==> config.mk <==
export PLATFORM = sky130hd
export DESIGN_NAME = bytecpu_core
export DESIGN_NICKNAME = d
export VERILOG_FILES = /design/src/rtl/bytecpu_pkg.sv /design/src/rtl/bytecpu_regfile.sv /design/src/rtl/bytecpu_fpadd.sv /design/src/rtl/bytecpu_alu.sv /design/src/rtl/bytecpu_core.sv
export SDC_FILE = /design/constraint.sdc
export NUM_CORES = 1
export LEC_CHECK = 0
export CAP_MARGIN = 20
export CORE_ASPECT_RATIO = 0.9
export CORE_MARGIN = 2
export CORE_UTILIZATION = 42
export DETAILED_ROUTE_END_ITERATION = 7
export PLACE_DENSITY = 0.63
export SLEW_MARGIN = 5
export SYNTH_ARGS = -nofsm -noshare
export SYNTH_HDL_FRONTEND = slang
export SYNTH_HIERARCHICAL = 1
export SYNTH_SLANG_ARGS = --single-unit
export TNS_END_PERCENT = 20
==> constraint.sdc <==
create_clock -name clk -period 25.3 [get_ports clk]
set_input_delay 2.53 -clock clk [delete_from_list [all_inputs] [get_ports clk]]
set_output_delay 2.53 -clock clk [all_outputs]
set_load 0.05 [all_outputs]
==> src/rtl/bytecpu_pkg.sv <==
package bytecpu_pkg;

    typedef enum logic [3:0] {
        OP_NOP0 = 4'h0,
        OP_LDM  = 4'h1,
        OP_LDI  = 4'h2,
        OP_STM  = 4'h3,
        OP_MOV  = 4'h4,
        OP_ADDI = 4'h5,
        OP_ADDF = 4'h6,
        OP_OR   = 4'h7,
        OP_AND  = 4'h8,
        OP_XOR  = 4'h9,
        OP_ROR  = 4'hA,
        OP_JEQ  = 4'hB,
        OP_HALT = 4'hC,
        OP_NOPD = 4'hD,
        OP_NOPE = 4'hE,
        OP_NOPF = 4'hF
    } opcode_e;

    typedef enum logic [2:0] {
        ST_FETCH_HI = 3'd0,
        ST_FETCH_LO = 3'd1,
        ST_DECODE   = 3'd2,
        ST_EXEC     = 3'd3,
        ST_LOAD_WB  = 3'd4,
        ST_HALT     = 3'd5
    } cpu_state_e;

endpackage

==> src/rtl/bytecpu_regfile.sv <==
module bytecpu_regfile #(
    parameter int DATA_W = 8,
    parameter int NREG   = 16,
    localparam int IDX_W = $clog2(NREG)
) (
    input  logic              clk,
    input  logic              rst_n,
    input  logic              we,
    input  logic [IDX_W-1:0]  waddr,
    input  logic [DATA_W-1:0] wdata,
    input  logic [IDX_W-1:0]  raddr_a,
    input  logic [IDX_W-1:0]  raddr_b,
    input  logic [IDX_W-1:0]  raddr_c,
    output logic [DATA_W-1:0] rdata_a,
    output logic [DATA_W-1:0] rdata_b,
    output logic [DATA_W-1:0] rdata_c
);

    logic [DATA_W-1:0] regs [NREG];

    for (genvar g = 0; g < NREG; g++) begin : g_reg
        logic [DATA_W-1:0] q;
        always_ff @(posedge clk or negedge rst_n) begin
            if (!rst_n)
                q <= '0;
            else if (we && waddr == IDX_W'(g))
                q <= wdata;
        end
        assign regs[g] = q;
    end

    assign rdata_a = regs[raddr_a];
    assign rdata_b = regs[raddr_b];
    assign rdata_c = regs[raddr_c];

    // a written value is visible to the following instruction
    AST_WRITE_LANDS: assert property (@(posedge clk) disable iff (!rst_n)
        we |=> (regs[$past(waddr)] == $past(wdata)))
        else $error("register write lost");

endmodule

==> src/rtl/bytecpu_fpadd.sv <==
module bytecpu_fpadd #(
    parameter int EXP_W = 3,
    parameter int MAN_W = 4
) (
    input  logic [EXP_W+MAN_W:0] a,
    input  logic [EXP_W+MAN_W:0] b,
    output logic [EXP_W+MAN_W:0] y
);

    localparam int EMAX  = (1 << EXP_W) - 1;
    localparam int FIX_W = MAN_W + 1 + EMAX;   // widest exact operand
    localparam int SUM_W = FIX_W + 2;          // signed sum
    localparam int MAG_W = FIX_W + 1;          // sum magnitude
    localparam int TOP   = EXP_W + MAN_W;

    // exact scaled integer: significand shifted by the biased exponent
    function automatic logic signed [SUM_W-1:0] to_fixed(input logic [TOP:0] v);
        logic [FIX_W-1:0] f;
        if (v[TOP-1:0] == '0)
            f = '0;
        else
            f = FIX_W'({1'b1, v[MAN_W-1:0]}) << v[TOP-1:MAN_W];
        to_fixed = v[TOP] ? -$signed({2'b00, f}) : $signed({2'b00, f});
    endfunction

    logic signed [SUM_W-1:0] sum;
    logic [MAG_W-1:0]        mag;
    logic [MAG_W-1:0]        shifted;
    logic                    neg;
    logic                    any;
    int                      lead;

    always_comb begin
        sum     = to_fixed(a) + to_fixed(b);
        neg     = sum[SUM_W-1];
        mag     = neg ? MAG_W'(-sum) : MAG_W'(sum);
        shifted = '0;
        lead    = 0;
        any     = 1'b0;
        for (int i = 0; i < MAG_W; i++) begin
            if (mag[i]) begin
                lead = i;
                any  = 1'b1;
            end
        end
        y = '0;
        if (any && lead >= MAN_W) begin
            if (lead - MAN_W > EMAX) begin
                y = {neg, EXP_W'(EMAX), {MAN_W{1'b1}}};
            end else begin
                shifted = mag >> (lead - MAN_W);
                y = {neg, EXP_W'(lead - MAN_W), shifted[MAN_W-1:0]};
            end
            if (y[TOP-1:0] == '0)
                y = '0;
        end
    end

endmodule

==> src/rtl/bytecpu_alu.sv <==
module bytecpu_alu
    import bytecpu_pkg::*;
#(
    parameter int DATA_W   = 8,
    parameter int FP_EXP_W = 3,
    localparam int FP_MAN_W = DATA_W - 1 - FP_EXP_W,
    localparam int ROT_W    = $clog2(DATA_W)
) (
    input  opcode_e           op,
    input  logic [DATA_W-1:0] a_val,
    input  logic [DATA_W-1:0] b_val,
    input  logic [DATA_W-1:0] c_val,
    input  logic [DATA_W-1:0] imm,
    output logic [DATA_W-1:0] y,
    output logic [DATA_W-1:0] fp_y
);

    logic [2*DATA_W-1:0] dbl;
    logic [ROT_W-1:0]    amt;

    bytecpu_fpadd #(
        .EXP_W (FP_EXP_W),
        .MAN_W (FP_MAN_W)
    ) u_fpadd (
        .a (b_val),
        .b (c_val),
        .y (fp_y)
    );

    always_comb begin
        amt = imm[ROT_W-1:0];
        dbl = {a_val, a_val} >> amt;
        y   = '0;
        unique case (op)
            OP_LDI:  y = imm;
            OP_MOV:  y = a_val;
            OP_ADDI: y = b_val + c_val;
            OP_ADDF: y = fp_y;
            OP_OR:   y = b_val | c_val;
            OP_AND:  y = b_val & c_val;
            OP_XOR:  y = b_val ^ c_val;
            OP_ROR:  y = dbl[DATA_W-1:0];
            default: y = '0;
        endcase
    end

endmodule

==> src/rtl/bytecpu_core.sv <==
module bytecpu_core
    import bytecpu_pkg::*;
#(
    parameter int ADDR_W = 8,
    parameter int DATA_W = 8,
    parameter int NREG   = 16,
    localparam int IDX_W = $clog2(NREG),
    localparam int INS_W = 2 * DATA_W
) (
    input  logic              clk,
    input  logic              rst_n,
    output logic [ADDR_W-1:0] mem_addr,
    output logic              mem_wr,
    output logic [DATA_W-1:0] mem_wdata,
    input  logic [DATA_W-1:0] mem_rdata,
    output logic              halted
);

    cpu_state_e        state, state_nxt;
    logic [ADDR_W-1:0] pc;
    logic [INS_W-1:0]  ir;
    opcode_e           op;

    logic [IDX_W-1:0]  f_r, f_s, f_t;
    logic [IDX_W-1:0]  ra_a, ra_b, ra_c;
    logic [DATA_W-1:0] rd_a, rd_b, rd_c;
    logic [DATA_W-1:0] imm;
    logic              rf_we;
    logic [IDX_W-1:0]  rf_waddr;
    logic [DATA_W-1:0] rf_wdata;
    logic [DATA_W-1:0] alu_y, fp_sum;
    logic              jump_take;

    assign op  = opcode_e'(ir[INS_W-1 -: 4]);
    assign f_r = IDX_W'(ir[11:8]);
    assign f_s = IDX_W'(ir[7:4]);
    assign f_t = IDX_W'(ir[3:0]);
    assign imm = ir[DATA_W-1:0];

    // register read selection per operand layout
    assign ra_a = (op == OP_MOV) ? f_s : f_r;
    assign ra_b = f_s;
    assign ra_c = (op == OP_JEQ) ? '0 : f_t;

    bytecpu_regfile #(
        .DATA_W (DATA_W),
        .NREG   (NREG)
    ) u_regs (
        .clk     (clk),
        .rst_n   (rst_n),
        .we      (rf_we),
        .waddr   (rf_waddr),
        .wdata   (rf_wdata),
        .raddr_a (ra_a),
        .raddr_b (ra_b),
        .raddr_c (ra_c),
        .rdata_a (rd_a),
        .rdata_b (rd_b),
        .rdata_c (rd_c)
    );

    bytecpu_alu #(
        .DATA_W (DATA_W)
    ) u_alu (
        .op    (op),
        .a_val (rd_a),
        .b_val (rd_b),
        .c_val (rd_c),
        .imm   (imm),
        .y     (alu_y),
        .fp_y  (fp_sum)
    );

    assign jump_take = (op == OP_JEQ) && (rd_a == rd_c);

    // state register
    always_ff @(posedge clk or negedge rst_n) begin
        if (!rst_n)
            state <= ST_FETCH_HI;
        else
            state <= state_nxt;
    end

    // next-state logic
    always_comb begin
        state_nxt = state;
        unique case (state)
            ST_FETCH_HI: state_nxt = ST_FETCH_LO;
            ST_FETCH_LO: state_nxt = ST_DECODE;
            ST_DECODE:   state_nxt = ST_EXEC;
            ST_EXEC: begin
                if (op == OP_LDM)
                    state_nxt = ST_LOAD_WB;
                else if (op == OP_HALT)
                    state_nxt = ST_HALT;
                else
                    state_nxt = ST_FETCH_HI;
            end
            ST_LOAD_WB:  state_nxt = ST_FETCH_HI;
            ST_HALT:     state_nxt = ST_HALT;
            default:     state_nxt = ST_FETCH_HI;
        endcase
    end

    // program counter and instruction register
    always_ff @(posedge clk or negedge rst_n) begin
        if (!rst_n) begin
            pc <= '0;
            ir <= '0;
        end else begin
            if (state == ST_FETCH_LO)
                ir[INS_W-1:DATA_W] <= mem_rdata;
            if (state == ST_DECODE) begin
                ir[DATA_W-1:0] <= mem_rdata;
                pc             <= pc + ADDR_W'(2);
            end
            if (state == ST_EXEC && jump_take)
                pc <= ADDR_W'(imm);
        end
    end

    // register write-back
    always_comb begin
        rf_we    = 1'b0;
        rf_waddr = (op == OP_MOV) ? f_t : f_r;
        rf_wdata = alu_y;
        if (state == ST_LOAD_WB) begin
            rf_we    = 1'b1;
            rf_wdata = mem_rdata;
        end else if (state == ST_EXEC) begin
            case (op)
                OP_LDI, OP_MOV, OP_ADDI, OP_ADDF,
                OP_OR, OP_AND, OP_XOR, OP_ROR: rf_we = 1'b1;
                default:                       rf_we = 1'b0;
            endcase
        end
    end

    // outputs
    always_comb begin
        mem_addr = pc;
        mem_wr   = 1'b0;
        halted   = 1'b0;
        unique case (state)
            ST_FETCH_LO: mem_addr = pc + ADDR_W'(1);
            ST_EXEC: begin
                if (op == OP_LDM || op == OP_STM)
                    mem_addr = ADDR_W'(imm);
                mem_wr = (op == OP_STM);
            end
            ST_HALT: halted = 1'b1;
            default: ;
        endcase
    end

    assign mem_wdata = rd_a;

    AST_PC_STEP: assert property (@(posedge clk) disable iff (!rst_n)
        (state == ST_DECODE) |=> (pc == $past(pc) + ADDR_W'(2)))
        else $error("pc did not advance by two");

    AST_STORE_SINGLE: assert property (@(posedge clk) disable iff (!rst_n)
        mem_wr |=> !mem_wr)
        else $error("write strobe longer than one cycle");

    AST_FADD_ZERO_ID: assert property (@(posedge clk) disable iff (!rst_n)
        (state == ST_EXEC && op == OP_ADDF && rd_b[DATA_W-2:0] == '0
         && rd_c[DATA_W-2:0] != '0) |-> (fp_sum == rd_c))
        else $error("adding float zero changed the operand");

    AST_JUMP_TARGET: assert property (@(posedge clk) disable iff (!rst_n)
        (state == ST_EXEC && op == OP_JEQ && rd_a == rd_c)
        |=> (pc == ADDR_W'($past(imm))))
        else $error("taken jump missed its target");

    AST_HALT_STICKY: assert property (@(posedge clk) disable iff (!rst_n)
        halted |=> (halted && $stable(mem_addr)))
        else $error("core left halt");

    AST_HALT_QUIET: assert property (@(posedge clk) disable iff (!rst_n)
        halted |-> !mem_wr)
        else $error("write while halted");

endmodule

==> metrics, run 1 <==
largest net degree at the start of global routing=80; Routed WL=43630 um; I/O pin cnt=28; Post-synth EDFFs=0; CP max stage cell=xnor3_1; Synth top area share=26.77%; CTS tree=done; Cell Area, Synth=0.01449 mm2; GPL Wtd Cong=0.9364; vias in the first global route=between 10000 and 15000; width of the die=approximately 200 um; top-count cell post-synth=dfrtp_1; Post-CTS Setup Inserts=0; crit-path most repeated cell=inv_1; Slew HR=24.79%; Power Dens Cells=roughly 140 mW/mm2; detail-routed net length per standard cell=23.51 um; synthesized net count=roughly 1500; Final Skew=19.89 ps; Critical Path Max Stage Delay=890 ps; pre-CTS WS=14190 ps; Placed Area=0.01496 mm2; Leak=6.474 nW; Max Cap Viol=0; antenna violations before repair=0; status=finished, final reports clean; FP Rows=64; TritonRoute pass-1 iters=8; global-route wire length before repair=68270 um; CP Capture Type=flip-flop; switching power=1.125 mW; worst min-delay path class=reg2reg; Switching Share=53.14%; CTS clk-pin slew, worst paths=70 ps; Tcrit/Tclk final=a little under half; Internal Power=a little under 1 mW; CP required=about 26000 ps; Crit Path Class=reg2reg; VDD IR max=approximately 0.086 mV; CP Data Arrival Time=11700 ps; die height=180.2 um; Synth area leaders=dfrtp_1, mux4_2, mux2_2; layout cells sized above 1=between 20% and 30%; Util after Layout=45.84%; Comb pwr share=between 70 and 80%; post-route ant nets=0; initial DRC count=1373; maximum level of the CTS H-tree=4; Least-Margin Pin Slew=roughly 1100 ps; RSZ-0062 raised after global routing=false; min Tclk post-route=11390 ps; Mapped Cells=1419; Skew-Pair Late Insertion Delay=450 ps; Seq cells post-synth=155; port bufs=27; total gr overflow=0; Sequential Power Share=17.4%; DIE AREA=0.03600 mm2; Synth async-reset ratio=100.0%; nets=1430; Post-CTS Hold Fix Bufs=0; Yosys warning count=6; PnR worst setup slack=around 14000 ps; CTS Sinks=155; post-route design area=0.01556 mm2; most common flop cell mapped by yosys=dfrtp_1; n_diodes=0; synth unique cells=96; f_max=between 80 and 90 MHz; post-CTS sizing=0; Max Slew Vio Count=0; Yosys top cell by area=dfrtp_1; drc violations=0; core area=0.03395 mm2; Vias=12120; crit-path max FO=32; Area growth syn-to-layout=7.428%; final setup TNS=0 ps; final setup fails=0; dpl hpwl=30260 um; Mean Syn Cell Area=slightly above 10 um2; clock network power share=between 10% and 20%; gr usage total=24.62%; CTS Buf Count=17; register area share after synthesis=26.77%; Inst Count DP=1824; Starting Density=42.67%; via-per-instance ratio=approximately 6.5; synth cell count leaders=dfrtp_1, mux2_2, nand2_1; Critical Path Start Type=flip-flop; final hold vios=0; root buf cell=clkbuf_16; Non-Filler Instances=1856; clk buf depth=2
==> per-layer routing <==
layer  track usage, %  part of all wire [%]  vias up
li1                 -                     -     5416
met1            34.09                    42     6031
met2            37.49                    46      575
met3            4.847                   8.1      100
met4            10.52                   3.8        0
met5                0                     0        -
==> cells by family after synthesis <==
family	after synthesis	share of synthesized area [%]
simple gates	413	15.52
compound gates	328	15.67
mux	284	30.62
flops	155	26.77
buf+inv	152	4.794
xor+xnor	48	3.153
fa+ha+maj	39	3.472
==> worst max-delay path, delay by kind of cell, from the launching register on <==
kind            cells  cell delay, ps
flops               1             330
fa+ha+maj           2             760
simple gates       11            2500
mux                 4            1570
buf+inv             6            1480
xor+xnor            3            1530
compound gates     12            3070
==> final timing paths <==
| path | from | endpoint | slack (ps) | cells after the start |
|---|---|---|---|---|
| worst max-delay path | ir[14] | u_regs/g_reg[1].q[1] | 13910 | 38 |
| worst min-delay path | ir[9] | ir[9] | 510 | 1 |
| worst max register to register | ir[14] | u_regs/g_reg[1].q[1] | 13910 | 38 |
| worst min register to register | ir[9] | ir[9] | 510 | 1 |
| max in group asynchronous | rst_n | u_regs/g_reg[8].q[1] | 21720 | 2 |
| min in group asynchronous | rst_n | u_regs/g_reg[5].q[4] | 2110 | 1 |
==> stage by stage <==
stage | hold slack, ps | total power [mW]
global route | 543.8 | 2.257
CTS | 516.1 | 2.100
finish | 514.9 | 2.116
floorplan | 480.6 | 1.497
detailed placement | 504.1 | 1.833
global placement | 495.8 | 1.835
==> placed cells by master, fill, tap and decap left out, types with 26 or more instances in the layout <==
master	Yosys	routed
dfrtp_1	155	154
a22oi_1	57	57
mux4_2	98	98
nor2_1	67	67
nand3_1	32	32
ha_1	37	37
clkdlybuf4s50_1	0	26
nand2_1	121	120
a21oi_1	48	48
o21ai_0	61	61
mux2_2	151	151
inv_1	52	52
==> cell type report <==
cell class / count / area [um2]
well taps: 462 / 578.1
clock inverters: 15 / 175.2
clock buffers: 17 / 425.4
inverters: 52 / 195.2
flip-flops and latches: 155 / 3880
multi-input cells: 1112 / 9917
fillers: 3200 / 18390
repair buffers: 43 / 391.6
==> power groups by stage <==
stage	registers (mW)	clock network, mW	logic [mW]
2_1_floorplan	0.347	0	1.15
3_3_place_gp	0.367	0	1.47
5_1_grt	0.376	0.274	1.61
3_5_place_dp	0.371	0	1.46
4_1_cts	0.366	0.264	1.47
6_report	0.368	0.257	1.49
==> sequential cells by signal (all words and copies together), names as in the netlist <==
name        flops
u_regs/g.q    128
pc              8
ir             16
state           3
No activity file was read; power rests on OpenSTA's default activity.
==> inputs of run 2 (changes only) <==
==> constraint.sdc (replaced) <==
create_clock -name clk -period 11.1 [get_ports clk]
set_input_delay 1.11 -clock clk [delete_from_list [all_inputs] [get_ports clk]]
set_output_delay 1.11 -clock clk [all_outputs]
set_load 0.05 [all_outputs]
==> run 2 against run 1 <==
Compared with the run above: wire length up 1.8%; final cell count up 1.0%; clock power up 140%; sequential share of layout area down 0.29 points.
==> metrics, run 2 (synthesis results as in run 1) <==
Post-CTS Setup Inserts=0; vias in the first global route=11770; CTS clk-pin slew, worst paths=70 ps; root buf cell=clkbuf_16; Final Skew=8.679 ps; die height=180.2 um; DIE AREA=0.03600 mm2; CP Capture Type=flip-flop; min Tclk post-route=between 10000 and 15000 ps; GR peak layer=met2; Area growth syn-to-layout=8.767%; final setup TNS=0 ps; I/O pin cnt=28; final hold vios=0; clk buf depth=2; dpl hpwl=31720 um; Fill cells=3205; Critical Path Start Type=flip-flop; CP required=11430 ps; Skew-Pair Late Insertion Delay=450 ps; n_diodes=0; Max Cap Viol=0; Tcrit/Tclk final=92.51%; max reg flops=about 130; met3 global-route usage=4.810%; FP Rows=64; CTS Buf Count=17; drc violations=0; biggest regs=u_regs/g.q (128), ir (16), pc (8); nets=approximately 1400; Slew HR=28.65%; CTS tree=done; post-route ant nets=0; Least-Margin Pin Slew=1066 ps; most common cell after layout, fill and taps aside=dfrtp_1; Leak=~6.6 nW; antenna violations before repair=1; Starting Density=42.67%; detail-routed net length per standard cell=approximately 24 um; via-per-instance ratio=approximately 6.5; Power Dens Cells=314.8 mW/mm2; TritonRoute pass-1 iters=5; maximum level of the CTS H-tree=4; met1 Use GR=35.90%; core area=approximately 0.034 mm2; CP Data Arrival Time=~11000 ps; Crit Path Class=reg2reg; Post-CTS Hold Fix Bufs=0; global-route wire length before repair=69550 um; port bufs=27; crit-path max FO=20; largest reg by FF count=u_regs/g.q; layout cells sized above 1=26.47%; Critical Path Max Stage Delay=between 600 and 700 ps; CP max stage cell=xor3_1; total gr overflow=0; largest net degree at the start of global routing=80; initial DRC count=1191; VDD IR max=0.1623 mV; Util after Layout=between 40% and 50%; status=finished, final reports clean; most frequent cells in the layout=dfrtp_1, mux2_2, nand2_1; final setup fails=0; RSZ-0062 raised after global routing=false; f_max=97.38 MHz; Vias=12140; GPL Wtd Cong=0.8878; gr usage total=between 20 and 30%; met2 Use GR=37.86%; CTS Sinks=around 160; width of the die=199.8 um; worst min-delay path class=reg2reg; Max Slew Vio Count=0; Routed WL=44430 um
==> run 2: what timing repair did <==
item / in CTS / in global routing
gates resized for setup: 0 / 1
setup endpoints to repair: 0 / 1
hold endpoints to repair: 0 / 0
==> run 2: worst max-delay path, delay by kind of cell, from the launching register on <==
family          cells  cell delay, ps
fa+ha+maj           2             660
mux                 4            1510
compound gates     16            4060
buf+inv             3             580
flops               1             390
simple gates        9            2110
xor+xnor            2             820
==> run 2: cell type report <==
class                           instances  area, um2  share of cell area, %
Sequential cell                       155       3882                  24.64
Clock buffer                           17      425.4                  2.700
Clock inverter                         15      186.4                  1.183
Tap cell                              462      578.1                  3.669
Inverter                               52      195.2                  1.239
Multi-Input combinational cell       1112       9917                  62.94
Timing Repair Buffer                   62      571.8                  3.629
==> run 2: final timing paths <==
check | depth (start not counted) | endpoint | slack, ps | from
worst max-delay path | 36 | u_regs/g_reg[9].q[3] | 830 | ir[13]
worst min-delay path | 1 | ir[8] | 520 | ir[8]
worst max register to register | 36 | u_regs/g_reg[9].q[3] | 830 | ir[13]
worst min register to register | 1 | ir[8] | 520 | ir[8]
max in group asynchronous | 3 | ir[15] | 9200 | rst_n
min in group asynchronous | 1 | u_regs/g_reg[6].q[4] | 670 | rst_n
==> run 2: per-stage QoR <==
step | worst slack, ps | power (mW) | hold slack [ps] | cells | area (um2)
5_1_grt | 19.86 | 5.278 | 533.6 | 1875 | 15760
6_report | 831.2 | 4.960 | 515.1 | 1875 | 15760
2_1_floorplan | 2309 | 3.413 | 480.6 | 1419 | 14490
3_3_place_gp | 1033 | 4.253 | 492.7 | 1841 | 15110
4_1_cts | 914.9 | 4.901 | 513.6 | 1873 | 15730
3_5_place_dp | 980.0 | 4.267 | 499.8 | 1841 | 15110
==> run 2: routing by layer <==
metal  part of all wire [%]  vias up
met5                      0        -
met4                    3.1        0
met3                    7.3       95
met2                     46      473
met1                     44     6128
li1                       -     5439
==> run 2: where the power goes <==
group / internal [mW] / total [mW] / leakage (nW) / switching [mW]
Sequential: 0.693 / 0.874 / 2.11 / 0.181
Combinational: 1.32 / 3.47 / 4.19 / 2.15
Clock: 0.358 / 0.616 / 0.298 / 0.258
Total: 2.37 / 4.96 / 6.59 / 2.59
==> inputs of run 3 (changes only) <==
--- a/config.mk
+++ b/config.mk
@@ -5,7 +5,6 @@
 export SDC_FILE = /design/constraint.sdc
 export NUM_CORES = 1
 export LEC_CHECK = 0
-export CAP_MARGIN = 20
 export CORE_ASPECT_RATIO = 0.9
 export CORE_MARGIN = 2
 export CORE_UTILIZATION = 42
@@ -14,6 +13,5 @@
 export SLEW_MARGIN = 5
 export SYNTH_ARGS = -nofsm -noshare
 export SYNTH_HDL_FRONTEND = slang
-export SYNTH_HIERARCHICAL = 1
 export SYNTH_SLANG_ARGS = --single-unit
 export TNS_END_PERCENT = 20
==> run 3 against run 2 <==
Compared with the run above: maximum frequency decreased by 0.30%; critical path depth is 2 lower; synthesized cell count up 22%; die area grew 4.1%; setup slack worse by 31 ps; core utilization is essentially flat; critical endpoint is now u_regs.g_reg[10].q[2].
==> metrics, run 3 <==
final setup fails=0; Crit Path Class=reg2reg; f_max=97.09 MHz; RSZ-0062 raised after global routing=false; CP Data Arrival Time=10680 ps; Routed WL=52590 um; pre-CTS WS=1118 ps; Area growth syn-to-layout=8.251%; TritonRoute pass-1 iters=5; I/O pin cnt=28; root buf cell=clkbuf_16; PnR worst setup slack=800.3 ps; Max Cap Viol=0; initial DRC count=1873; post-CTS sizing=0; DIE AREA=0.03746 mm2; Seq cells post-synth=about 160; Synth area leaders=dfrtp_1, mux4_2, nand2_1; Synth async-reset ratio=100.0%; Vias=~15000; final hold vios=0; core area=0.03522 mm2; Post-CTS Setup Inserts=0; crit-path most repeated cell=a31oi_1; maximum level of the CTS H-tree=4; Post-synth EDFFs=0; Skew-Pair Late Insertion Delay=~450 ps; CP required=roughly 11000 ps; detail-routed net length per standard cell=23.87 um; nets=1762; CTS clk-pin slew, worst paths=approximately 70 ps; clk buf depth=2; CTS Buf Count=17; dpl hpwl=39700 um; GPL Wtd Cong=between 0.9 and 1; largest reg by FF count=u_regs.g.q; worst min-delay path class=reg2reg; n_diodes=0; Yosys top cell by area=dfrtp_1; register area share after synthesis=25.71%; Least-Margin Pin Slew=1268 ps; Cell Area, Synth=around 0.015 mm2; vias in the first global route=13880; Mapped Cells=1733; biggest regs=u_regs.g.q (128), ir (16), pc (8); crit-path max FO=16; CP delay by family, top=compound AO/OA/AOI/OAI gates; Yosys warning count=0; Critical Path Start Type=flip-flop; CTS tree=done; final setup TNS=0 ps; via-per-instance ratio=between 6 and 7; global-route wire length before repair=81610 um; CP Buf/Inv Count=3; drc violations=0; FP Rows=65; Starting Density=42.85%; width of the die=around 200 um; gr usage total=between 20% and 30%; most common cell after layout, fill and taps aside=nand2_1; max reg flops=128; Mean Syn Cell Area=8.706 um2; layout cells sized above 1=15.97%; Critical Path Max Stage Delay=740 ps; die height=183.8 um; post-route ant nets=0; Post-CTS Hold Fix Bufs=0; status=finished, final reports clean; Tcrit/Tclk final=92.79%; synthesized net count=1774; synth cell count leaders=nand2_1, dfrtp_1, nor2_1; largest net degree at the start of global routing=84; total gr overflow=0; CP Capture Type=flip-flop; port bufs=27; Util after Layout=46.38%; min Tclk post-route=10300 ps; Max Slew Vio Count=0; synth unique cells=116; most frequent cells in the layout=nand2_1, dfrtp_1, nor2_1; Slew HR=13.02%; CP max stage cell=and4b_1; Final Skew=13.16 ps; top-count cell post-synth=nand2_1; Synth top area share=around a quarter; antenna violations before repair=0; most common flop cell mapped by yosys=dfrtp_1; CTS Sinks=155
==> run 3: cells by family after synthesis <==
kind of cell,Yosys count,share of synthesized area [%]
AND/OR/NAND/NOR,657,20.07
multiplexers,189,19.29
flip-flops,155,25.71
adder cells (fa/ha/maj),33,2.753
XOR/XNOR,48,2.886
AO/OA/AOI/OAI,494,24.15
buffers and inverters,157,5.150
==> run 3: final timing paths <==
kind	endpoint	slack [ps]	startpoint	cells past startpoint
hold / removal	u_regs.g_reg[6].q[6]	530	u_regs.g_reg[6].q[6]	2
min in group asynchronous	u_regs.g_reg[11].q[0]	700	rst_n	1
setup / recovery	u_regs.g_reg[10].q[2]	800	ir[12]	34
setup reg to reg	u_regs.g_reg[10].q[2]	800	ir[12]	34
max in group asynchronous	u_regs.g_reg[6].q[6]	8880	rst_n	2
hold reg to reg	u_regs.g_reg[6].q[6]	530	u_regs.g_reg[6].q[6]	2
==> run 3: area by class of cell <==
class,count,area (um2)
clock buffer,20,446.7
clock inverter,12,105.1
fill,3363,18880
inverter,49,183.9
multi-input combinational,1421,10480
sequential,155,3884
tap,469,586.8
timing repair buffer,77,646.9
==> run 3: stage by stage <==
step                      std cells  instance area [um2]  hold WS (ps)
after detailed placement       2171                15780         511.9
after CTS                      2203                16330         527.8
final                          2203                16330         525.9
after floorplan                1733                15090         473.1
after global routing           2203                16330         555.4
after global placement         2171                15780         499.6
==> run 3: metal layers <==
layer | wire, um | vias to the layer above | part of all wire [%] | global-route usage [%]
li1 | - | 6501 | - | -
met1 | 23060 | 7166 | 44 | 39.86
met2 | 22960 | 742 | 44 | 42.48
met3 | 5125 | 118 | 9.7 | 6.345
met4 | 1447 | 0 | 2.8 | 9.693
met5 | 0 | - | 0 | 0
==> run 3: worst min-delay path: stages, from the launching register on <==
cell	delay, ps
dfrtp_1	370
nand2_1	60
nand2_1	60
Power of run 3 is not shown: default switching activity piles up to over one toggle a cycle in this logic, so the estimate is an artifact.
